<file path="src/rtl/pfd_pkg.sv">
package pfd_pkg;
  localparam int DW = 64;
  localparam int RAW = 3;

  localparam logic [RAW-1:0] OFS_CTRL  = 3'd0;
  localparam logic [RAW-1:0] OFS_BASE  = 3'd1;
  localparam logic [RAW-1:0] OFS_COUNT = 3'd2;
  localparam logic [RAW-1:0] OFS_PAT   = 3'd3;
  localparam logic [RAW-1:0] OFS_WIDTH = 3'd4;
  localparam logic [RAW-1:0] OFS_STAT  = 3'd5;

  localparam int STAT_LEFT_LSB = 16;

  typedef enum logic {S_IDLE, S_RUN} fill_state_e;
endpackage

</file>
<file path="src/rtl/pfd_regs.sv">
module pfd_regs
  import pfd_pkg::*;
#(
  parameter int PAGE_W = 28,
  parameter int CNT_W  = 16
) (
  input  logic              clk,
  input  logic              rst_n,
  input  logic              we,
  input  logic [RAW-1:0]    waddr,
  input  logic [DW-1:0]     wdata,
  input  logic [RAW-1:0]    raddr,
  output logic [DW-1:0]     rdata,
  input  logic              busy,
  input  logic              irq,
  input  logic [CNT_W-1:0]  pages_left,
  output logic [PAGE_W-1:0] base_page,
  output logic [CNT_W-1:0]  page_cnt,
  output logic [DW-1:0]     pattern,
  output logic [2:0]        wcode,
  output logic              start_p,
  output logic              clr_p
);
  logic base_en, cnt_en, pat_en, wc_en;

  always_comb begin
    base_en = we && (waddr == OFS_BASE);
    cnt_en  = we && (waddr == OFS_COUNT);
    pat_en  = we && (waddr == OFS_PAT);
    wc_en   = we && (waddr == OFS_WIDTH);
    start_p = we && (waddr == OFS_CTRL) && wdata[0];
    clr_p   = we && (waddr == OFS_CTRL) && wdata[1];
  end

  always_ff @(posedge clk or negedge rst_n) begin
    if (!rst_n) begin
      base_page <= '0;
      page_cnt  <= '0;
      pattern   <= '0;
      wcode     <= '0;
    end else begin
      if (base_en) base_page <= wdata[PAGE_W-1:0];
      if (cnt_en)  page_cnt  <= wdata[CNT_W-1:0];
      if (pat_en)  pattern   <= wdata;
      if (wc_en)   wcode     <= wdata[2:0];
    end
  end

  always_comb begin
    rdata = '0;
    unique case (raddr)
      OFS_BASE:  rdata[PAGE_W-1:0] = base_page;
      OFS_COUNT: rdata[CNT_W-1:0]  = page_cnt;
      OFS_PAT:   rdata             = pattern;
      OFS_WIDTH: rdata[2:0]        = wcode;
      OFS_STAT: begin
        rdata[0] = busy;
        rdata[1] = irq;
        rdata[STAT_LEFT_LSB +: CNT_W] = pages_left;
      end
      default: rdata = '0;
    endcase
  end

  // a written field is visible on the next cycle
  a_r10_count_wr: assert property (@(posedge clk) disable iff (!rst_n)
    cnt_en |=> page_cnt == $past(wdata[CNT_W-1:0]));
endmodule

</file>
<file path="src/rtl/pfd_rep.sv">
module pfd_rep
  import pfd_pkg::*;
(
  input  logic [DW-1:0] pattern,
  input  logic [2:0]    wcode,
  output logic [DW-1:0] word
);
  localparam int IW = $clog2(DW);
  logic [IW-1:0] mask;

  always_comb begin
    if (wcode >= 3'd6) mask = '1;
    else               mask = IW'((1 << wcode) - 1);
  end

  for (genvar i = 0; i < DW; i++) begin : g_bit
    localparam logic [IW-1:0] IDX = IW'(i);
    assign word[i] = pattern[IDX & mask];
  end
endmodule

</file>
<file path="src/rtl/pfd_seq.sv">
module pfd_seq
  import pfd_pkg::*;
#(
  parameter int ADDR_W     = 40,
  parameter int CNT_W      = 16,
  parameter int PAGE_BYTES = 4096
) (
  input  logic                          clk,
  input  logic                          rst_n,
  input  logic                          start_p,
  input  logic                          clr_p,
  input  logic [ADDR_W-$clog2(PAGE_BYTES)-1:0] base_page,
  input  logic [CNT_W-1:0]              page_cnt,
  input  logic [DW-1:0]                 fill_word,
  input  logic                          mem_ready,
  output logic                          mem_valid,
  output logic [ADDR_W-1:0]             mem_addr,
  output logic [DW-1:0]                 mem_data,
  output logic                          busy,
  output logic                          irq,
  output logic [CNT_W-1:0]              pages_left
);
  localparam int WORD_BYTES = DW / 8;
  localparam int WPP        = PAGE_BYTES / WORD_BYTES;
  localparam int WCW        = $clog2(WPP);
  localparam int PG_SHIFT   = $clog2(PAGE_BYTES);

  fill_state_e      state_q, state_d;
  logic [ADDR_W-1:0] addr_q, addr_d;
  logic [WCW-1:0]   word_q, word_d;
  logic [CNT_W-1:0] left_q, left_d;
  logic [DW-1:0]    data_q;
  logic             irq_q, irq_d;
  logic             hs, last_word, last, load, adv;

  always_comb begin
    hs        = (state_q == S_RUN) && mem_ready;
    last_word = (word_q == WCW'(WPP - 1));
    last      = hs && last_word && (left_q == CNT_W'(1));
    load      = (state_q == S_IDLE) && start_p && (page_cnt != '0);
    adv       = hs;

    state_d = state_q;
    addr_d  = addr_q;
    word_d  = word_q;
    left_d  = left_q;
    irq_d   = clr_p ? 1'b0 : irq_q;

    if (state_q == S_IDLE) begin
      if (start_p) begin
        if (page_cnt == '0) begin
          irq_d = 1'b1;
        end else begin
          state_d = S_RUN;
          addr_d  = {base_page, {PG_SHIFT{1'b0}}};
          word_d  = '0;
          left_d  = page_cnt;
        end
      end
    end else if (hs) begin
      addr_d = addr_q + ADDR_W'(WORD_BYTES);
      word_d = last_word ? '0 : word_q + 1'b1;
      if (last_word) left_d = left_q - 1'b1;
      if (last) begin
        state_d = S_IDLE;
        irq_d   = 1'b1;
      end
    end
  end

  always_ff @(posedge clk or negedge rst_n) begin
    if (!rst_n) begin
      state_q <= S_IDLE;
      addr_q  <= '0;
      word_q  <= '0;
      left_q  <= '0;
      data_q  <= '0;
      irq_q   <= 1'b0;
    end else begin
      state_q <= state_d;
      irq_q   <= irq_d;
      if (load || adv) begin
        addr_q <= addr_d;
        word_q <= word_d;
        left_q <= left_d;
      end
      if (load) data_q <= fill_word;
    end
  end

  assign mem_valid  = (state_q == S_RUN);
  assign busy       = (state_q == S_RUN);
  assign mem_addr   = addr_q;
  assign mem_data   = data_q;
  assign irq        = irq_q;
  assign pages_left = left_q;

  // an offered write holds until accepted
  a_r4_hold: assert property (@(posedge clk) disable iff (!rst_n)
    mem_valid && !mem_ready |=> mem_valid && $stable(mem_addr) && $stable(mem_data));
  // consecutive writes step by one word
  a_r2_step: assert property (@(posedge clk) disable iff (!rst_n)
    hs && !last |=> mem_valid && mem_addr == $past(mem_addr) + ADDR_W'(WORD_BYTES));
  // the interrupt only rises after a final handshake or an empty start
  a_r5_irq_src: assert property (@(posedge clk) disable iff (!rst_n)
    $rose(irq) |-> $past(last) || $past(start_p));
  // the interrupt is sticky until cleared
  a_r6_irq_hold: assert property (@(posedge clk) disable iff (!rst_n)
    irq && !clr_p |=> irq);
  // a start during a fill does not disturb it
  a_r7_busy_start: assert property (@(posedge clk) disable iff (!rst_n)
    busy && start_p && !hs |=> busy && $stable(mem_addr) && $stable(pages_left));
  // an empty range completes at once with no write
  a_r8_zero: assert property (@(posedge clk) disable iff (!rst_n)
    !busy && start_p && page_cnt == '0 |=> irq && !mem_valid);
  // a running fill always has a page left
  a_r9_left: assert property (@(posedge clk) disable iff (!rst_n)
    busy |-> pages_left != '0);
endmodule

</file>
<file path="src/rtl/pfill_dma.sv">
module pfill_dma
  import pfd_pkg::*;
#(
  parameter int ADDR_W     = 40,
  parameter int CNT_W      = 16,
  parameter int PAGE_BYTES = 4096
) (
  input  logic              clk,
  input  logic              rst_n,
  input  logic              cfg_we,
  input  logic [2:0]        cfg_waddr,
  input  logic [63:0]       cfg_wdata,
  input  logic [2:0]        cfg_raddr,
  output logic [63:0]       cfg_rdata,
  output logic              mem_valid,
  input  logic              mem_ready,
  output logic [ADDR_W-1:0] mem_addr,
  output logic [63:0]       mem_data,
  output logic              irq
);
  localparam int PAGE_W = ADDR_W - $clog2(PAGE_BYTES);

  logic [PAGE_W-1:0] base_page;
  logic [CNT_W-1:0]  page_cnt, pages_left;
  logic [DW-1:0]     pattern, fill_word;
  logic [2:0]        wcode;
  logic              start_p, clr_p, busy;

  pfd_regs #(.PAGE_W(PAGE_W), .CNT_W(CNT_W)) u_regs (
    .clk(clk), .rst_n(rst_n), .we(cfg_we), .waddr(cfg_waddr), .wdata(cfg_wdata),
    .raddr(cfg_raddr), .rdata(cfg_rdata), .busy(busy), .irq(irq),
    .pages_left(pages_left), .base_page(base_page), .page_cnt(page_cnt),
    .pattern(pattern), .wcode(wcode), .start_p(start_p), .clr_p(clr_p)
  );

  pfd_rep u_rep (.pattern(pattern), .wcode(wcode), .word(fill_word));

  pfd_seq #(.ADDR_W(ADDR_W), .CNT_W(CNT_W), .PAGE_BYTES(PAGE_BYTES)) u_seq (
    .clk(clk), .rst_n(rst_n), .start_p(start_p), .clr_p(clr_p),
    .base_page(base_page), .page_cnt(page_cnt), .fill_word(fill_word),
    .mem_ready(mem_ready), .mem_valid(mem_valid), .mem_addr(mem_addr),
    .mem_data(mem_data), .busy(busy), .irq(irq), .pages_left(pages_left)
  );
endmodule

</file>
<file path="config.mk">
export PLATFORM = sky130hd
export DESIGN_NAME = pfill_dma
export DESIGN_NICKNAME = d
export VERILOG_FILES = /design/src/rtl/pfd_pkg.sv /design/src/rtl/pfd_regs.sv /design/src/rtl/pfd_rep.sv /design/src/rtl/pfd_seq.sv /design/src/rtl/pfill_dma.sv
export SDC_FILE = /design/constraint.sdc
export NUM_CORES = 1
export LEC_CHECK = 0
export ABC_AREA = 1
export BUFFER_PORTS_ARGS = -buffer_cell sky130_fd_sc_hd__buf_4
export CAP_MARGIN = 5
export CORE_UTILIZATION = 35
export DETAILED_ROUTE_END_ITERATION = 10
export PLACE_DENSITY = 0.53
export SLEW_MARGIN = 20
export SYNTH_ARGS = -nofsm -noshare
export SYNTH_HDL_FRONTEND = slang
export SYNTH_HIERARCHICAL = 1
export SYNTH_SLANG_ARGS = --single-unit
</file>
<file path="constraint.sdc">
create_clock -name clk -period 2 [get_ports clk]
set_input_delay 0.3 -clock clk [delete_from_list [all_inputs] [get_ports clk]]
set_output_delay 0.3 -clock clk [all_outputs]
set_load 0.01 [all_outputs]
</file>
Word level (Yosys, flattened, before mapping)

Index checks and enable logic that the tools add are counted.

Output and inout bits: 170
Word-level logic and storage cells: 271
Bits in registers: 242

Magnitude comparators: 64
Bitwise operators: 1
Mux-type cells: 158
Reduce and logical (&&, ||, !) cells: 19
Equal/unequal tests: 14
Add/subtract/negate cells: 4
Shifts and indexed selects: 1

Operators by type and width:

| operator                                           | number |
|---|---|
| < comparator 6 x 7 -> 1 bit, second input constant | 32 |
| two-way mux 40 bit                                 | 4 |
| < comparator 5 x 7 -> 1 bit, second input constant | 16 |
| two-way mux 1 bit                                  | 80 |
| two-way mux 16 bit                                 | 5 |
| binary-select mux 1 bit (select 3 bit)             | 20 |
| binary-select mux 1 bit (select 4 bit)             | 15 |
| < comparator 4 x 7 -> 1 bit, second input constant | 8 |
| two-way mux 9 bit                                  | 5 |
| adder 40 x 4 -> 40 bit, second input constant      | 1 |
| one-hot mux 13 bit (3 select lines)                | 1 |
| one-hot mux 12 bit (3 select lines)                | 1 |
| two-way mux 32 bit                                 | 1 |
| binary-select mux 1 bit (select 2 bit)             | 15 |
| binary-select mux 1 bit (select 5 bit)             | 6 |
| < comparator 3 x 7 -> 1 bit, second input constant | 4 |
| == test 16 x 1 -> 1 bit, second input constant     | 1 |
| zero test 16 bit                                   | 1 |
| nonzero test 16 bit                                | 1 |
| subtractor 16 x 1 -> 16 bit, second input constant | 1 |
| < comparator 2 x 7 -> 1 bit, second input constant | 2 |
| == test 3 x 2 -> 1 bit, second input constant      | 4 |
| logical AND 1 bit                                  | 12 |
| one-hot mux 2 bit (5 select lines)                 | 1 |
| 20 further kinds                                   | 24 |

Logic depth before layout (Yosys ltp)

Depth in word-level cells: 7
Mapped depth: 13

Cells and area by module

The synthesis kept the hierarchy.

By module, submodules not included:

| module   | times used | area each (sq um) | seq. area each (sq um) | cells each |
|---|---|---|---|---|
| pfd_seq  | 1          | 7236.9            | 3203.1                 | 1014 |
| pfd_regs | 1          | 5131.2            | 2777.7                 | 648 |
| pfd_rep  | 1          | 1107.3            | 0.0                    | 213 |

Least setup slack after synthesis

OpenSTA, ideal clock, no wires.

Path kind: register -> register
Start point: register u_seq.word_q[1]
End point: register u_seq.left_q[7] (netlist: u_seq/pages_left[7])
Data arrival time: 1847 ps
Path slack: 88 ps
Stages on the path, launching flop included: 14
Path through: dfrtp_1 > ha_1 > nand3_1 > nor2_1 > nand3_1 > nor2_1 > ha_1 > inv_1 > nor2_1 > inv_1 > nand2_4 > buf_6 > o211ai_2 > nand2_1

Word-level cells in the longest chain between the ends: 3

Ends and longest elaborated chain:

| item                                 | RTL line      | source |
|---|---|---|
| start, declared                      | pfd_seq.sv:30 | `logic [WCW-1:0] word_q, word_d;` |
| start signal, assigned               | pfd_seq.sv:84 | `word_q <= word_d;` |
| == test 9 bit                        | pfd_seq.sv:38 | `last_word = (word_q == WCW'(WPP - 1));` |
| != test 2 bit (no source line)       | n/a           |  |
| AND reduction 5 bit (no source line) | n/a           |  |
| end signal, assigned                 | pfd_seq.sv:85 | `left_q <= left_d;` |
| end, declared                        | pfd_seq.sv:31 | `logic [CNT_W-1:0] left_q, left_d;` |

No other way between the ends.
A chain may end at the register's enable or synchronous reset.

Worst setup path after layout

Start point: register u_seq.word_q[1]
End point: register u_seq.left_q[15] (netlist: u_seq/pages_left[15])

Same word-level chain as after synthesis.

==> summary.md <==
| Metric | Value |
|---|---|
| Run status | `complete, no violations` |
| CTS tree | `done` |
| Total CTS buffers | `29` |
| Antenna violations before repair | `1` |
| Initial Util | `0.3569` |
| WL final | `50580 microns` |
| Crit-path max cell delay | `0.37 ns` |
| First-pass GRT wire length | `77420 microns` |
| Via count | `13380` |
| Internal | `around 0.013 W` |
| Share of layout cells above drive strength 1 | `0.2206` |
| Worst Clk Skew | `0.009486 ns` |
| Hold_ws | `0.01559 ns` |
| Multi-input gate area | `6394 sq um` |
| Relative slew slack | `0.6463` |
| Critical-path top delay cell | `dfrtp_1` |
| Fin. max-slew vios | `0` |
| NetSw | `about 0.0082 W` |
| DIE AREA | `between 30000 and 40000 sq um` |
| Final Wtd Congestion | `0.9014` |
| Asr flop ratio synth | `1.000` |
| Max frequency | `0.5134 GHz` |
| Setup violation total in the final timing report | `0` |
| Netlist cell types | `50` |
| Synthesis-to-layout area growth | `29.65%` |
| Longest Clk Path Bufs | `3` |
| Comb pwr share | `0.358` |
| Post-synth EDFFs | `0` |
| CP required | `2.49 ns` |
| CTS root buf | `clkbuf_16` |
| Tcrit/Tclk final | `0.9739` |
| Vias in the first global route | `approximately 13000` |
| Crit path from | `u_seq/word_q[1]` |
| Post-route minimum period | `1.948 ns` |
| Overflow after GRT | `0` |
| Worst-path cell chain | `ha_2 > nand3_2 > nor2_2 > nand3_2 > nor2_2 > ha_2 > inv_2 > nor2_4 > inv_4 > nand2_8 > clkbuf_16 > o211ai_2 > nand2_1` |
| Worst-Skew Late Latency | `approximately 0.55 ns` |
| Die width | `198.2 microns` |
| Sequential Area | `between 5000 and 6000 sq um` |
| Arrival @ worst endpoint | `2.43 ns` |
| Total number of yosys warnings | `6` |
| Routed len/inst | `18.80 microns` |
| Flop pwr share | `0.392` |
| Worst reg2reg path startpoint | `u_seq/word_q[1]` |
| Final nets | `2245` |
| Worst Hold Class | `input pin to register` |
| Mapped Cells | `about 1900` |
| Switching share of power | `0.3943` |
| ANT cells | `0` |
| FF+latch count, synth | `roughly 240` |
| Worst Hold Launch | `cfg_wdata[45]` |
| FILL cells | `3866` |
| Maximum VDD drop | `0.6456 mV` |
| Num ports | `244` |
| Core area | `37760 sq um` |
| Synthesized area per cell | `between 7 and 8 sq um` |
| DIE HEIGHT | `198.2 microns` |
| RSZ-0062 raised after global routing | `true` |
| Clock-pin slew on the worst setup and hold paths | `0.06 ns` |
| H-tree depth | `1` |
| PD cells | `1186 nW/um^2` |
| Detailed Place HPWL | `38190 microns` |
| Worst Tran Pin Value | `roughly 0.53 ns` |
| Max cap viols | `0` |
| Via density | `4.971` |
| P_leak | `9.142 nW` |
| Top_reg_cell synth | `dfrtp_1` |
| Clock group share of total power | `0.250` |
| Drt first pass iters | `6` |
| Post-synthesis cell area | `13480 sq um` |
| Setup_tns | `0 ns` |
| Seq/Total Area, Yosys | `0.4438` |
| Total track usage | `0.2588` |
| CTS sink cnt | `239` |
| Crit. End Element | `register` |
| Number of DRC markers in iteration 0 | `between 1000 and 1500` |
| IO Port Bufs | `240` |
| Row count | `71` |
| Critical setup path kind | `register to register` |
| Most frequent cells in the layout | `nand2_1 (661), buf_4 (302), dfrtp_1 (235)` |
| Worst-path fanout max | `6` |
| Fin. Hold Viols | `0` |
| Antenna Violating Nets Remaining | `0` |
| Post-route DRC | `0` |
| Largest net degree at the start of global routing | `87` |
| CP startpoint kind | `register` |
| Commonest non-fill, non-tap cell in the layout | `nand2_1` |
## metal layers
layer	wire, microns	track usage
met5	0	0
met4	1081	0.05800
met3	2806	0.02879
met2	22950	0.4058
met1	23750	0.3802
## worst paths after layout
path                                         to  slack [ns]  depth (start not counted)
setup / recovery           u_seq/pages_left[15]        0.05                         13
hold / removal               u_regs/pattern[45]        0.02                          3
setup reg to reg           u_seq/pages_left[15]        0.05                         13
hold reg to reg               u_seq/mem_data[7]        0.48                          2
max in group asynchronous    u_seq/mem_data[59]        1.05                          3
min in group asynchronous    u_seq/mem_addr[31]        0.23                          2
## critical path, delay by kind of cell, from the launching register on
family | cells | cell delay [ns]
AO/OA/AOI/OAI | 1 | 0.06
buffers and inverters | 3 | 0.29
AND/OR/NAND/NOR | 7 | 0.75
adder cells (fa/ha/maj) | 2 | 0.41
flip-flops | 1 | 0.37
## synthesized netlist by cell type, types with 7 or more instances
cell type    n  share of area
a21oi_1     53          0.020
buf_2       33          0.012
buf_4       12         0.0067
buf_6       14          0.012
clkbuf_1    28         0.0078
dfrtp_1    239           0.44
inv_1      157          0.044
inv_2       13         0.0036
nand2_1    662           0.18
nand2_2     15         0.0070
nand2_4      8         0.0067
nand3_1    148          0.055
nand3b_1    17         0.0095
nand4_1     17         0.0079
nor2_1     202          0.056
nor3_1       7         0.0026
o21ai_0    123          0.046
o21ai_1     19         0.0071
o21ai_2      7         0.0045
or2_2       24          0.011
xor2_1       8         0.0052
## power by group through the flow
stage               Clock (W)  Sequential, W  Combinational, W
floorplan                   0        0.00779           0.00379
global placement            0        0.00818           0.00725
detailed placement          0        0.00819           0.00730
CTS                   0.00531        0.00811           0.00740
global route          0.00548        0.00830           0.00825
finish                0.00518        0.00812           0.00742
## cell type report
class / count / area share
clock buffer: 38 / 0.04691
tap: 511 / 0.03660
multi-input combinational: 1374 / 0.3660
sequential: 239 / 0.3426
timing repair buffer: 348 / 0.1648
clock inverter: 8 / 0.005515
inverter: 173 / 0.03760
## timing repair
action / in CTS / in global routing
endpoints found under the setup margin: 16 / 22
pin swaps: 2 / 5
hold buffers: 30 / 0
hold endpoints to repair: 64 / 0
cloned: 1 / 1
resized for setup: 4 / 18
setup buffers: 2 / 1
## per-stage QoR
stage,setup WS [ns],std cells,power (W),instance area (sq um),util
after floorplan,0.08794,1877,0.01159,13480,-
after global placement,0.03479,2610,0.01544,16130,0.4273
after detailed placement,-0.008091,2610,0.01549,16130,0.4273
after CTS,0.02114,2689,0.02081,17380,0.4602
after global routing,-0.04353,2691,0.02203,17470,0.4627
final,0.05224,2691,0.02073,17470,0.4627
## logic make-up after synthesis
logic type	Yosys count	share of synthesized area
compound gates	226	0.09341
xor+xnor	11	0.007150
fa+ha+maj	6	0.005571
buf+inv	265	0.08839
flops	239	0.4438
other cells	1	0.0002783
simple gates	1127	0.3614
## state kept, by name (all words and copies together) (netlist names)
signal / cells
u_seq/mem_addr: 37
u_seq/irq: 1
u_regs/wcode: 3
u_seq/mem_data: 64
u_regs/base_page: 28
u_regs/page_cnt: 16
u_seq/word_q: 9
u_regs/pattern: 64
u_seq/busy: 1
u_seq/pages_left: 16
(Power assumes the default switching activity.)
